## config.mk

```make
export PLATFORM = sky130hd
export DESIGN_NAME = sram_async_ctrl
export DESIGN_NICKNAME = d
export VERILOG_FILES = /design/src/rtl/sram_async_ctrl.sv
export SDC_FILE = /design/constraint.sdc
export NUM_CORES = 1
export LEC_CHECK = 0
export ABC_CLOCK_PERIOD_IN_PS = 2000
export BUFFER_PORTS_ARGS = -buffer_cell sky130_fd_sc_hd__clkbuf_2
export CAP_MARGIN = 20
export CORE_UTILIZATION = 49
export CTS_BUF_LIST = sky130_fd_sc_hd__clkbuf_2 sky130_fd_sc_hd__clkbuf_4 sky130_fd_sc_hd__clkbuf_8
export CTS_CLUSTER_SIZE = 12
export DETAILED_ROUTE_END_ITERATION = 6
export PLACE_DENSITY = 0.81
export SLEW_MARGIN = 20
export SYNTH_ARGS = -nofsm -noshare
export SYNTH_HDL_FRONTEND = slang
export SYNTH_SLANG_ARGS = --single-unit
export TNS_END_PERCENT = 20
```

## constraint.sdc

```tcl
create_clock -name clk -period 2 [get_ports clk]
set_clock_uncertainty 0.05 [all_clocks]
set_input_delay 0.2 -clock clk [delete_from_list [all_inputs] [get_ports clk]]
set_output_delay 0.2 -clock clk [all_outputs]
set_load 0.02 [all_outputs]
```

## src/rtl/sram_async_ctrl.sv

```systemverilog
module sram_async_ctrl #(
  parameter int ADDR_W = 19,
  parameter int DATA_W = 8,
  parameter int CLK_NS = 10,
  parameter int T_AA   = 70,
  parameter int T_OE   = 35,
  parameter int T_WC   = 70,
  parameter int T_WP   = 50,
  parameter int T_AW   = 60,
  parameter int T_DW   = 30,
  parameter int T_HZ   = 25
) (
  input  logic              clk,
  input  logic              rst_n,
  input  logic              req_valid,
  output logic              req_ready,
  input  logic              req_write,
  input  logic [ADDR_W-1:0] req_addr,
  input  logic [DATA_W-1:0] req_wdata,
  output logic [DATA_W-1:0] rd_data,
  output logic              rd_valid,
  output logic              mem_cs_n,
  output logic              mem_we_n,
  output logic              mem_oe_n,
  output logic [ADDR_W-1:0] mem_addr,
  output logic [DATA_W-1:0] mem_dq_o,
  input  logic [DATA_W-1:0] mem_dq_i,
  output logic              mem_dq_oe
);

  function automatic int cyc(input int ns);
    int c;
    c = (ns + CLK_NS - 1) / CLK_NS;
    return (c < 1) ? 1 : c;
  endfunction

  function automatic int imax(input int a, input int b);
    return (a > b) ? a : b;
  endfunction

  localparam int RD_C  = imax(cyc(T_AA), cyc(T_OE));
  localparam int WL_C  = imax(imax(cyc(T_WP), cyc(T_AW)), imax(cyc(T_DW), cyc(T_WC) - 1));
  localparam int HZ_C  = cyc(T_HZ);
  localparam int MAX_C = imax(imax(RD_C, WL_C), HZ_C);
  localparam int CNT_W = $clog2(MAX_C + 1);

  typedef enum logic [2:0] {S_IDLE, S_READ, S_TURN, S_WLOW, S_WREL} state_t;

  state_t           state;
  logic [CNT_W-1:0] cnt;
  logic             last;

  assign req_ready = (state == S_IDLE);
  assign last      = (cnt == '0);

  always_ff @(posedge clk or negedge rst_n) begin
    if (!rst_n) begin
      state     <= S_IDLE;
      cnt       <= '0;
      mem_cs_n  <= 1'b1;
      mem_we_n  <= 1'b1;
      mem_oe_n  <= 1'b1;
      mem_dq_oe <= 1'b0;
      mem_addr  <= '0;
      mem_dq_o  <= '0;
      rd_data   <= '0;
      rd_valid  <= 1'b0;
    end else begin
      rd_valid <= 1'b0;
      case (state)
        S_IDLE: if (req_valid) begin
          mem_addr <= req_addr;
          mem_cs_n <= 1'b0;
          if (req_write) begin
            mem_we_n  <= 1'b0;
            mem_dq_o  <= req_wdata;
            mem_dq_oe <= 1'b1;
            cnt       <= CNT_W'(WL_C - 1);
            state     <= S_WLOW;
          end else begin
            mem_oe_n <= 1'b0;
            cnt      <= CNT_W'(RD_C - 1);
            state    <= S_READ;
          end
        end
        S_READ: if (last) begin
          rd_data  <= mem_dq_i;
          rd_valid <= 1'b1;
          mem_cs_n <= 1'b1;
          mem_oe_n <= 1'b1;
          cnt      <= CNT_W'(HZ_C - 1);
          state    <= S_TURN;
        end else begin
          cnt <= cnt - 1'b1;
        end
        S_TURN: if (last) state <= S_IDLE;
                else      cnt   <= cnt - 1'b1;
        S_WLOW: if (last) begin
          mem_we_n <= 1'b1;
          mem_cs_n <= 1'b1;
          state    <= S_WREL;
        end else begin
          cnt <= cnt - 1'b1;
        end
        S_WREL: begin
          mem_dq_oe <= 1'b0;
          state     <= S_IDLE;
        end
        default: state <= S_IDLE;
      endcase
    end
  end

endmodule

```

# Word-level counts from Yosys, hierarchy flattened
# Index checks and enable logic that the tools add are counted.
# totals
reg_bits	46
output_inout_bits	41
# classes
n_addsub	1
eq_ne	12
n_mux	25
n_reduce_logical	18
# ops
operator	n
3-bit 2-to-1 mux	7
2-bit != test (second input constant)	6
3-bit case mux with 4 select lines	1
3-bit AND reduction	4
4-bit AND reduction	3
1-bit 2-to-1 mux	10
3-bit case mux with 3 select lines	1
1-bit case mux with 2 select lines	4
2-bit nonzero test	4
3-bit by 2-bit equality test with 1-bit output (second input constant)	2
3-bit logical NOT	2
2-bit 2-to-1 mux	2
2-bit by 1-bit != test with 1-bit output (second input constant)	2
2-bit AND reduction	2
2-bit OR reduction	2
3-bit by 1-bit equality test with 1-bit output (second input constant)	1
3-bit equality test (second input constant)	1
3-bit nonzero test	1
3-bit by 1-bit subtractor with 3-bit output (second input constant)	1

# Logic depth before layout (Yosys ltp)
# Gate-level depths: netlist (run 1).
# depth
ltp_word	4
depth_mapped	5
depth_no_buf	5

# Worst setup path after synthesis (run 1)
# No wires, ideal clock.
# synth_timing
path_type	reg-to-reg
startpoint	register state[0]
endpoint	register mem_dq_o[0]
arrival_time_ns	1.539
required_ns	1.825
slack_ns	0.286
path_stages_with_launch	6
path_buffers	2
synth_period_minus_slack_ns	1.714
path_cell_list	dfrtp_1 -> buf_6 -> or3b_1 -> nor3b_1 -> buf_4 -> mux2_2
# synth_between
elab_chain_cells	2
# synth_lines
element	line_no	source
start: declaration	49	state_t state;
start signal: assignment	58	state <= S_IDLE;
start signal: assignment	79	state <= S_WLOW;
start signal: assignment	83	state <= S_READ;
3-bit logical NOT	70	case (state)
3-bit AND reduction (no line)	--	
end signal: assignment	76	mem_dq_o <= req_wdata;
end: declaration	26	output logic [DATA_W-1:0] mem_dq_o,
# No other way between the ends.
# A chain may end at the register's enable or synchronous reset.

# Worst setup path in the final report (run 1)
# layout_timing
startpoint	register state[0]
endpoint	register mem_dq_o[2]
# Same word-level chain as after synthesis.

==> results of run 1 <==
## per-layer routing
metal	up-vias	track usage, %
met5	-	0
met4	0	4.89
met3	8	6.25
met2	81	28.1
met1	629	23.9
li1	628	-
## synthesized netlist by cell type, types with 2 or more instances
library cell / number / area, um^2
dfstp_2: 3 / 78.8
a21oi_1: 5 / 25.0
dfrtp_1: 43 / 1080
mux2_4: 19 / 285
nand2b_1: 3 / 18.8
a211o_1: 2 / 17.5
nor3_1: 2 / 10.0
nor2_1: 2 / 7.51
inv_1: 5 / 18.8
nor2b_1: 2 / 12.5
o31ai_1: 2 / 15.0
ha_1: 2 / 25.0
mux2_2: 16 / 180
buf_6: 3 / 33.8
## cell type report
class | count | area, um^2
Timing Repair Buffer | 85 | 443
Inverter | 5 | 18.8
Multi-Input combinational cell | 72 | 738
Clock inverter | 2 | 12.5
Clock buffer | 6 | 82.6
Tap cell | 48 | 60.1
Fill cell | 296 | 1230
Sequential cell | 46 | 1150
## state kept, by name, summed over array words and instances, names as in the netlist
register   count
mem_addr      19
mem_dq_o       8
rd_data        8
cnt            3
state          3
mem_cs_n       1
mem_dq_oe      1
mem_oe_n       1
mem_we_n       1
rd_valid       1
## cell usage in the layout, fill, tap and decap left out, types with 2 or more instances in the layout
cell type and n:
nor2_1 2, mux2_2 16, o31ai_1 2, inv_1 5, mux2_4 19, clkbuf_2 79
dfstp_2 3, nand2b_1 3, buf_4 5, a211o_1 2, clkbuf_8 6, ha_1 2
nor3_1 2, nor2b_1 2, dfrtp_1 43, a21oi_1 5
## report_power, final
group          internal [mW]  switching [mW]
clock                  0.278           0.294
sequential              1.40           0.266
combinational          0.934            1.06
total                   2.61            1.62
## through the flow
| step | instances | setup WS (ns) | power [mW] | utilization (%) | area [um^2] |
|---|---|---|---|---|---|
| 2_1_floorplan | 129 | 0.286 | 3.11 | - | 1960 |
| 4_1_cts | 264 | 0.186 | 4.29 | 67.0 | 2510 |
| 5_1_grt | 264 | 0.104 | 4.52 | 67.0 | 2510 |
| 3_3_place_gp | 255 | 0.225 | 3.65 | 64.2 | 2400 |
| 6_report | 264 | 0.196 | 4.23 | 67.0 | 2510 |
| 3_5_place_dp | 255 | 0.206 | 3.69 | 64.2 | 2400 |
## worst paths after layout
| path | endpoint | from | cells past startpoint |
|---|---|---|---|
| setup / recovery | mem_dq_o[2] | state[0] | 4 |
| setup reg to reg | mem_dq_o[2] | state[0] | 4 |
| min in group asynchronous | mem_addr[0] | rst_n | 3 |
| max in group asynchronous | mem_we_n | rst_n | 3 |
| hold reg to reg | mem_we_n | mem_we_n | 2 |
| hold / removal | mem_addr[2] | req_addr[2] | 2 |
## worst max-delay path, delay by kind of cell (launching register included)
kind,cells,cell delay (ns)
buffers and inverters,1,0.21
muxes,1,0.34
and+or+nand+nor,2,0.61
DFF,1,0.48
## cells by family after synthesis
| kind of cell | after synthesis | share of synthesized area (%) |
|---|---|---|
| compound gates | 16 | 5.61 |
| fa+ha+maj | 2 | 1.28 |
| buf+inv | 11 | 3.51 |
| flops | 46 | 58.9 |
| mux | 36 | 24.2 |
| simple gates | 18 | 6.51 |
## repair_timing
| action | in CTS | in global routing |
|---|---|---|
| endpoints found under the hold margin | 43 | 0 |
| setup endpoints to repair | 0 | 0 |
| setup buffers | 0 | 0 |
| hold buffers | 1 | 0 |
==> results.yml, run 1 <==
critical_path:
  end_kind: "flip-flop"
  cp-start-kind: "flip-flop"
  worstPathCellList: "or3b_1 -> nor3b_1 -> buf_4 -> mux2_2"
  crit_path_top_delay_cell: "dfrtp_1"
  cp_max_fo: 10
  r2r_slack_ns: 0.20
  crit_type: "reg -> reg"
  cp_data_arrival_time_ns: 1.94
  critPathMaxStageDelay_ns: 0.48
  critical_path_required_ns: 2.13
die:
  ios: 80
  dieArea_um2: 4260
  fp.dieH_um: 65.3
  rows: 22
  fp.dieW_um: 65.3
  core_um2: 3740
  initial_core_util_pct: 52.4
detailed_routing:
  top_layer: "met4"
  final_antenna_net_count: 0
  vias: 1346
  drcViolationCount: 0
  drtIter0Drc: 62
  avgRoutedWirePerCell_um: 13.2
  wl_met2_mm: 1.47
  route.met3.wl_um: 332
  drt_pass1_iterations: 4
  wirelength_mm: 3.48
  wl_met1_mm: 1.63
  viasPerCell: 5.10
pwr:
  p_per_area_nw_per_um2: 1690
  ir_drop_mv: 0.920
  p_leak_nw: 1.33
job:
  maxCapViolations: 0
finish:
  area_growth_pct: 27.9
  finalNetCount: 256
  antenna_cells: 0
  drive_above_1_share_pct: 61.6
global_routing:
  grt.overflow.total: 0
  first_global_vias: 1289
  grt_use_total_pct: 18.0
  antenna_found_initial: 0
  grt_pass1_wl_mm: 5.76
  grt_max_degree: 47
timing:
  rsz0062_at_grt: "false"
  fmax_mhz: 554
  hold_viol_final: 0
  final_max_slew_viol_count: 0
  tns_ns: 0
  whs_ns: 0.0806
  finalSetupViolations: 0
  tightest_slew_ns: 0.573
  period_needed_ns: 1.80
  relSlewSlack_pct: 61.8
  period_share_pct: 90.2
synthesis:
  syn_avg_cell_area_um2: 15.2
  syn_inst: 129
  synthArstFlopShare_pct: 100
  syn_area_um2: 1960
  synth_warnings: 0
  synth_edf_count: 0
  syn_nets: 170
  synth.yosys.seq_area_share_pct: 58.9
  synth_seq_cells: 46
  synth-main-ff-cell: "dfrtp_1"
  synth_cell_types: 34
clock_network:
  post_cts_resized: 0
  htree_levels: 2
  insertion_delay_ns: 0.30
  clk_pin_slew_ns: 0.08
  clock_path_buffers: 2
  cts_buffers: 5
  root_buffer: "clkbuf_8"
  clock-sinks: 46
  cts_tree: "built"
placement:
  port_buffers: 79
  detailed_place_hpwl_mm: 2.42
  place.gp.congestion: 0.839
status:
  outcome: "finished clean"
hold_path:
  min_path_type: "in -> reg"
Note: power is estimated with default switching activity, not from simulation.
==> run 2: changes to the inputs <==
--- a/config.mk
+++ b/config.mk
@@ -13,6 +13,8 @@
 export CTS_CLUSTER_SIZE = 12
 export DETAILED_ROUTE_END_ITERATION = 6
 export PLACE_DENSITY = 0.81
+export RECOVER_POWER = 50
+export REMOVE_ABC_BUFFERS = 1
 export SLEW_MARGIN = 20
 export SYNTH_ARGS = -nofsm -noshare
 export SYNTH_HDL_FRONTEND = slang
==> results.yml, run 2 (same netlist as run 1, synthesis figures left out) <==
status:
  outcome: "finished clean"
placement:
  place.gp.congestion: 0.757
  dp_worst_setup_slack_ns: 0.187
  dpl-instance-area_um2: 2400
  post-place-cells: 255
  port_buffers: 79
  detailed_place_hpwl_mm: 2.73
pwr:
  p_clk_share_pct: 14.4
  share_comb_of_total_power_pct: 46.3
  p_leak_nw: 1.28
  p_per_area_nw_per_um2: 1710
  p_int_mw: 2.61
  p_switching_mw: 1.65
  finalPower_mw: 4.26
  swShare_pct: 38.8
  ir_drop_mv: 0.831
  p_seq_share_pct: 39.3
timing:
  period_share_pct: 90.6
  rsz0062_at_grt: "false"
  hold_viol_final: 0
  fin_ws_ns: 0.188
  fmax_mhz: 552
  final_max_slew_viol_count: 0
  tns_ns: 0
  period_needed_ns: 1.81
  tightest_slew_ns: 1.08
  finalSetupViolations: 0
  relSlewSlack_pct: 28.0
clock_network:
  insertion_delay_ns: 0.29
  clk_pin_slew_ns: 0.08
  postCtsSetupBuffers: 0
  clock-sinks: 46
  cts_hold_buf: 1
  htree_levels: 2
  post_cts_resized: 0
  clock_path_buffers: 2
  root_buffer: "clkbuf_8"
  cts_buffers: 5
  cts_tree: "built"
finish:
  top_register: "mem_addr"
  fin_cells: 264
  regArea_um2: 1150
  reg.largest.list: "mem_addr: 19 flops, mem_dq_o: 8 flops, rd_data: 8 flops"
  largest_register_ffs: 19
  drive_above_1_share_pct: 52.3
  design_area_um2: 2490
  area_growth_pct: 27.0
  mostFrequentLayoutCells: "clkbuf_2, dfrtp_1, clkbuf_1, mux2_4, mux2_2"
  fillers: 322
  multiInputGateArea_um2: 738
  antenna_cells: 0
  final_common_cell: "clkbuf_2"
  finalNetCount: 256
global_routing:
  first_global_vias: 1303
  grt.overflow.total: 0
  antenna_found_initial: 0
  grt_use_total_pct: 20.2
  grt_max_degree: 47
  grt_pass1_wl_mm: 6.29
die:
  ios: 80
  fp.dieH_um: 65.3
  rows: 22
  dieArea_um2: 4260
  fp.dieW_um: 65.3
  initial_core_util_pct: 52.4
  core_um2: 3740
critical_path:
  cp-start-kind: "flip-flop"
  critical_path_required_ns: 2.14
  cp_max_fo: 10
  crit_type: "reg -> reg"
  end_kind: "flip-flop"
  cp_data_arrival_time_ns: 1.95
detailed_routing:
  wirelength_mm: 3.73
  avgRoutedWirePerCell_um: 14.1
  drcViolationCount: 0
  drt_pass1_iterations: 4
  viasPerCell: 5.02
  vias: 1325
  final_antenna_net_count: 0
  drtIter0Drc: 58
job:
  maxCapViolations: 0
hold_path:
  min_path_type: "in -> reg"
## run 2: cell count changes in the layout (fill, tap and decap cells not counted)
cell        before  now
clkinvlp_4       1    0
clkbuf_8         6    7
clkinv_2         1    0
clkbuf_1         0   20
buf_4            5    4
clkbuf_2        79   60
clkinv_4         0    1
## run 2: final timing paths
kind	from	end	slack, ns	depth (start not counted)
worst max-delay path	state[0]	mem_dq_o[5]	0.19	4
worst min-delay path	req_addr[9]	mem_addr[9]	0.08	2
worst max register to register	state[0]	mem_dq_o[5]	0.19	4
worst min register to register	mem_we_n	mem_we_n	0.43	2
max in group asynchronous	rst_n	mem_dq_o[7]	0.54	3
min in group asynchronous	rst_n	mem_addr[11]	0.69	3
## run 2: metrics by stage
stage,hold WS (ns),utilization (%)
after floorplan,-0.146,-
after global placement,0.265,64.2
after detailed placement,0.269,64.2
after CTS,0.0722,67.3
after global routing,0.0666,66.6
final,0.0812,66.6
## run 2: worst max-delay path: stages, from the launching register on
cell	delay [ns]
dfrtp_1	0.48
or3b_1	0.40
nor3b_1	0.21
buf_4	0.22
mux2_2	0.35
## run 2: power groups by stage
stage / combinational, mW / sequential, mW / clock (mW)
3_5_place_dp: 2.04 / 1.70 / 0
5_1_grt: 2.13 / 1.75 / 0.674
3_3_place_gp: 2.00 / 1.67 / 0
2_1_floorplan: 0.888 / 2.17 / 0
6_report: 1.97 / 1.68 / 0.614
4_1_cts: 2.05 / 1.69 / 0.635
## run 2: metal layers
layer / GRT usage (%) / vias up / part of all wire, %
li1: - / 635 / -
met1: 26.3 / 642 / 45
met2: 31.8 / 42 / 49
met3: 4.17 / 6 / 4.3
met4: 10.6 / 0 / 2.0
met5: 0 / - / 0
## run 2: area by class of cell
class	instances	share of cell area, %
sequential	46	46.3
multi-input combinational	72	29.6
timing repair buffer	85	16.7
clock buffer	7	3.87
tap	48	2.41
inverter	5	0.753
clock inverter	1	0.351
==> run 3: changes to the inputs <==
--- a/config.mk
+++ b/config.mk
@@ -14,7 +14,6 @@
 export DETAILED_ROUTE_END_ITERATION = 6
 export PLACE_DENSITY = 0.81
 export RECOVER_POWER = 50
-export REMOVE_ABC_BUFFERS = 1
 export SLEW_MARGIN = 20
 export SYNTH_ARGS = -nofsm -noshare
 export SYNTH_HDL_FRONTEND = slang
==> results.yml, run 3 (same netlist as run 1, synthesis figures left out) <==
timing:
  fmax_mhz: 555
  tns_ns: 0
  hold_viol_final: 0
  period_needed_ns: 1.80
  tightest_slew_ns: 1.11
  final_max_slew_viol_count: 0
  period_share_pct: 90.1
  relSlewSlack_pct: 25.7
  fin_ws_ns: 0.198
  finalSetupViolations: 0
  rsz0062_at_grt: "false"
global_routing:
  first_global_vias: 1289
  grt_pass1_wl_mm: 5.76
  grt_max_degree: 47
  antenna_found_initial: 0
  grt_use_total_pct: 18.0
  grt.overflow.total: 0
finish:
  drive_above_1_share_pct: 52.3
  fillers: 306
  finalNetCount: 256
  design_area_um2: 2480
  area_growth_pct: 26.5
  antenna_cells: 0
  mostFrequentLayoutCells: "clkbuf_2, dfrtp_1, clkbuf_1, mux2_4, mux2_2"
  final_common_cell: "clkbuf_2"
  top_register: "mem_addr"
  final_core_util_pct: 66.3
  largest_register_ffs: 19
  reg.largest.list: "mem_addr: 19 flops, mem_dq_o: 8 flops, rd_data: 8 flops"
critical_path:
  rr_worst_depth: 4
  crit_path_top_delay_cell: "dfrtp_1"
  end_kind: "flip-flop"
  cp_max_fo: 10
  r2r_slack_ns: 0.20
  timing.rr.end: "mem_dq_o[2]"
  cp-start-kind: "flip-flop"
  cp_data_arrival_time_ns: 1.94
  crit_type: "reg -> reg"
  critical_path_required_ns: 2.13
  cp_top_family: "simple AND/OR/NAND/NOR gates"
  worstPathCellList: "or3b_1 -> nor3b_1 -> buf_4 -> mux2_2"
  path_buf_inv: 1
  timing.rr.start: "state[0]"
  critPathMaxStageDelay_ns: 0.48
detailed_routing:
  drt_pass1_iterations: 4
  final_antenna_net_count: 0
  wirelength_mm: 3.47
  avgRoutedWirePerCell_um: 13.1
  drtIter0Drc: 62
  viasPerCell: 5.07
  drcViolationCount: 0
  vias: 1339
clock_network:
  clock_path_buffers: 2
  insertion_delay_ns: 0.30
  clk_pin_slew_ns: 0.08
  root_buffer: "clkbuf_8"
  htree_levels: 2
  cts_tree: "built"
  clock-sinks: 46
  cts_buffers: 5
placement:
  port_buffers: 79
  detailed_place_hpwl_mm: 2.42
  dpl-instance-area_um2: 2400
  place.gp.congestion: 0.839
  dp_worst_setup_slack_ns: 0.206
hold_path:
  holdPathEnd: "mem_addr[2]"
  min_path_type: "in -> reg"
  holdCritStartpoint: "req_addr[2]"
  holdPathStages: 2
die:
  initial_core_util_pct: 52.4
  core_um2: 3740
  fp.dieH_um: 65.3
  fp.dieW_um: 65.3
  ios: 80
  dieArea_um2: 4260
  rows: 22
pwr:
  p_per_area_nw_per_um2: 1680
  ir_drop_mv: 0.915
  p_leak_nw: 1.27
job:
  maxCapViolations: 0
status:
  outcome: "finished clean"
==> run 3: worst max-delay path by stage <==
stage	start	end	cells after the start
3_3_place_gp	state[0]	mem_dq_o[5]	4
2_1_floorplan	state[0]	mem_dq_o[0]	5
5_1_grt	state[0]	mem_dq_o[6]	4
3_5_place_dp	state[0]	mem_dq_o[2]	4
4_1_cts	state[0]	mem_dq_o[4]	4
6_report	state[0]	mem_dq_o[2]	4
==> run 3: power breakdown <==
part           switching (mW)  internal (mW)
Clock                   0.294          0.278
Combinational            1.06          0.884
Sequential              0.264           1.40
==> run 3: repair_timing <==
item                      in CTS  in global routing
hold endpoints to repair      43                  0
hold buffers                   1                  0
gates resized for setup        0                  0
setup buffers                  0                  0
==> run 3: routing by layer <==
metal / vias to the layer above / routed length [um] / track usage [%]
li1: 626 / - / -
met1: 628 / 1640 / 23.9
met2: 79 / 1440 / 28.1
met3: 6 / 340 / 6.25
met4: 0 / 42 / 4.89
met5: - / 0 / 0
==> run 3: cell type report <==
type | count | area (um^2) | area share [%]
tap | 48 | 60.1 | 2.42
clock inverter | 2 | 12.5 | 0.504
clock buffer | 6 | 82.6 | 3.33
sequential | 46 | 1150 | 46.5
inverter | 5 | 18.8 | 0.756
timing repair buffer | 85 | 415 | 16.7
multi-input combinational | 72 | 738 | 29.7
==> run 3: per-stage QoR <==
stage | cells | hold WS (ns) | total power [mW]
CTS | 264 | 0.0659 | 4.29
global route | 264 | 0.0666 | 4.46
finish | 264 | 0.0807 | 4.18
floorplan | 129 | -0.146 | 3.11
global placement | 255 | 0.274 | 3.65
detailed placement | 255 | 0.269 | 3.69
==> run 3: worst register-to-register path: cells and delay by family, from the launching register on <==
kind	cells	cell delay, ns
buffers and inverters	1	0.21
DFF	1	0.48
muxes	1	0.34
and+or+nand+nor	2	0.61
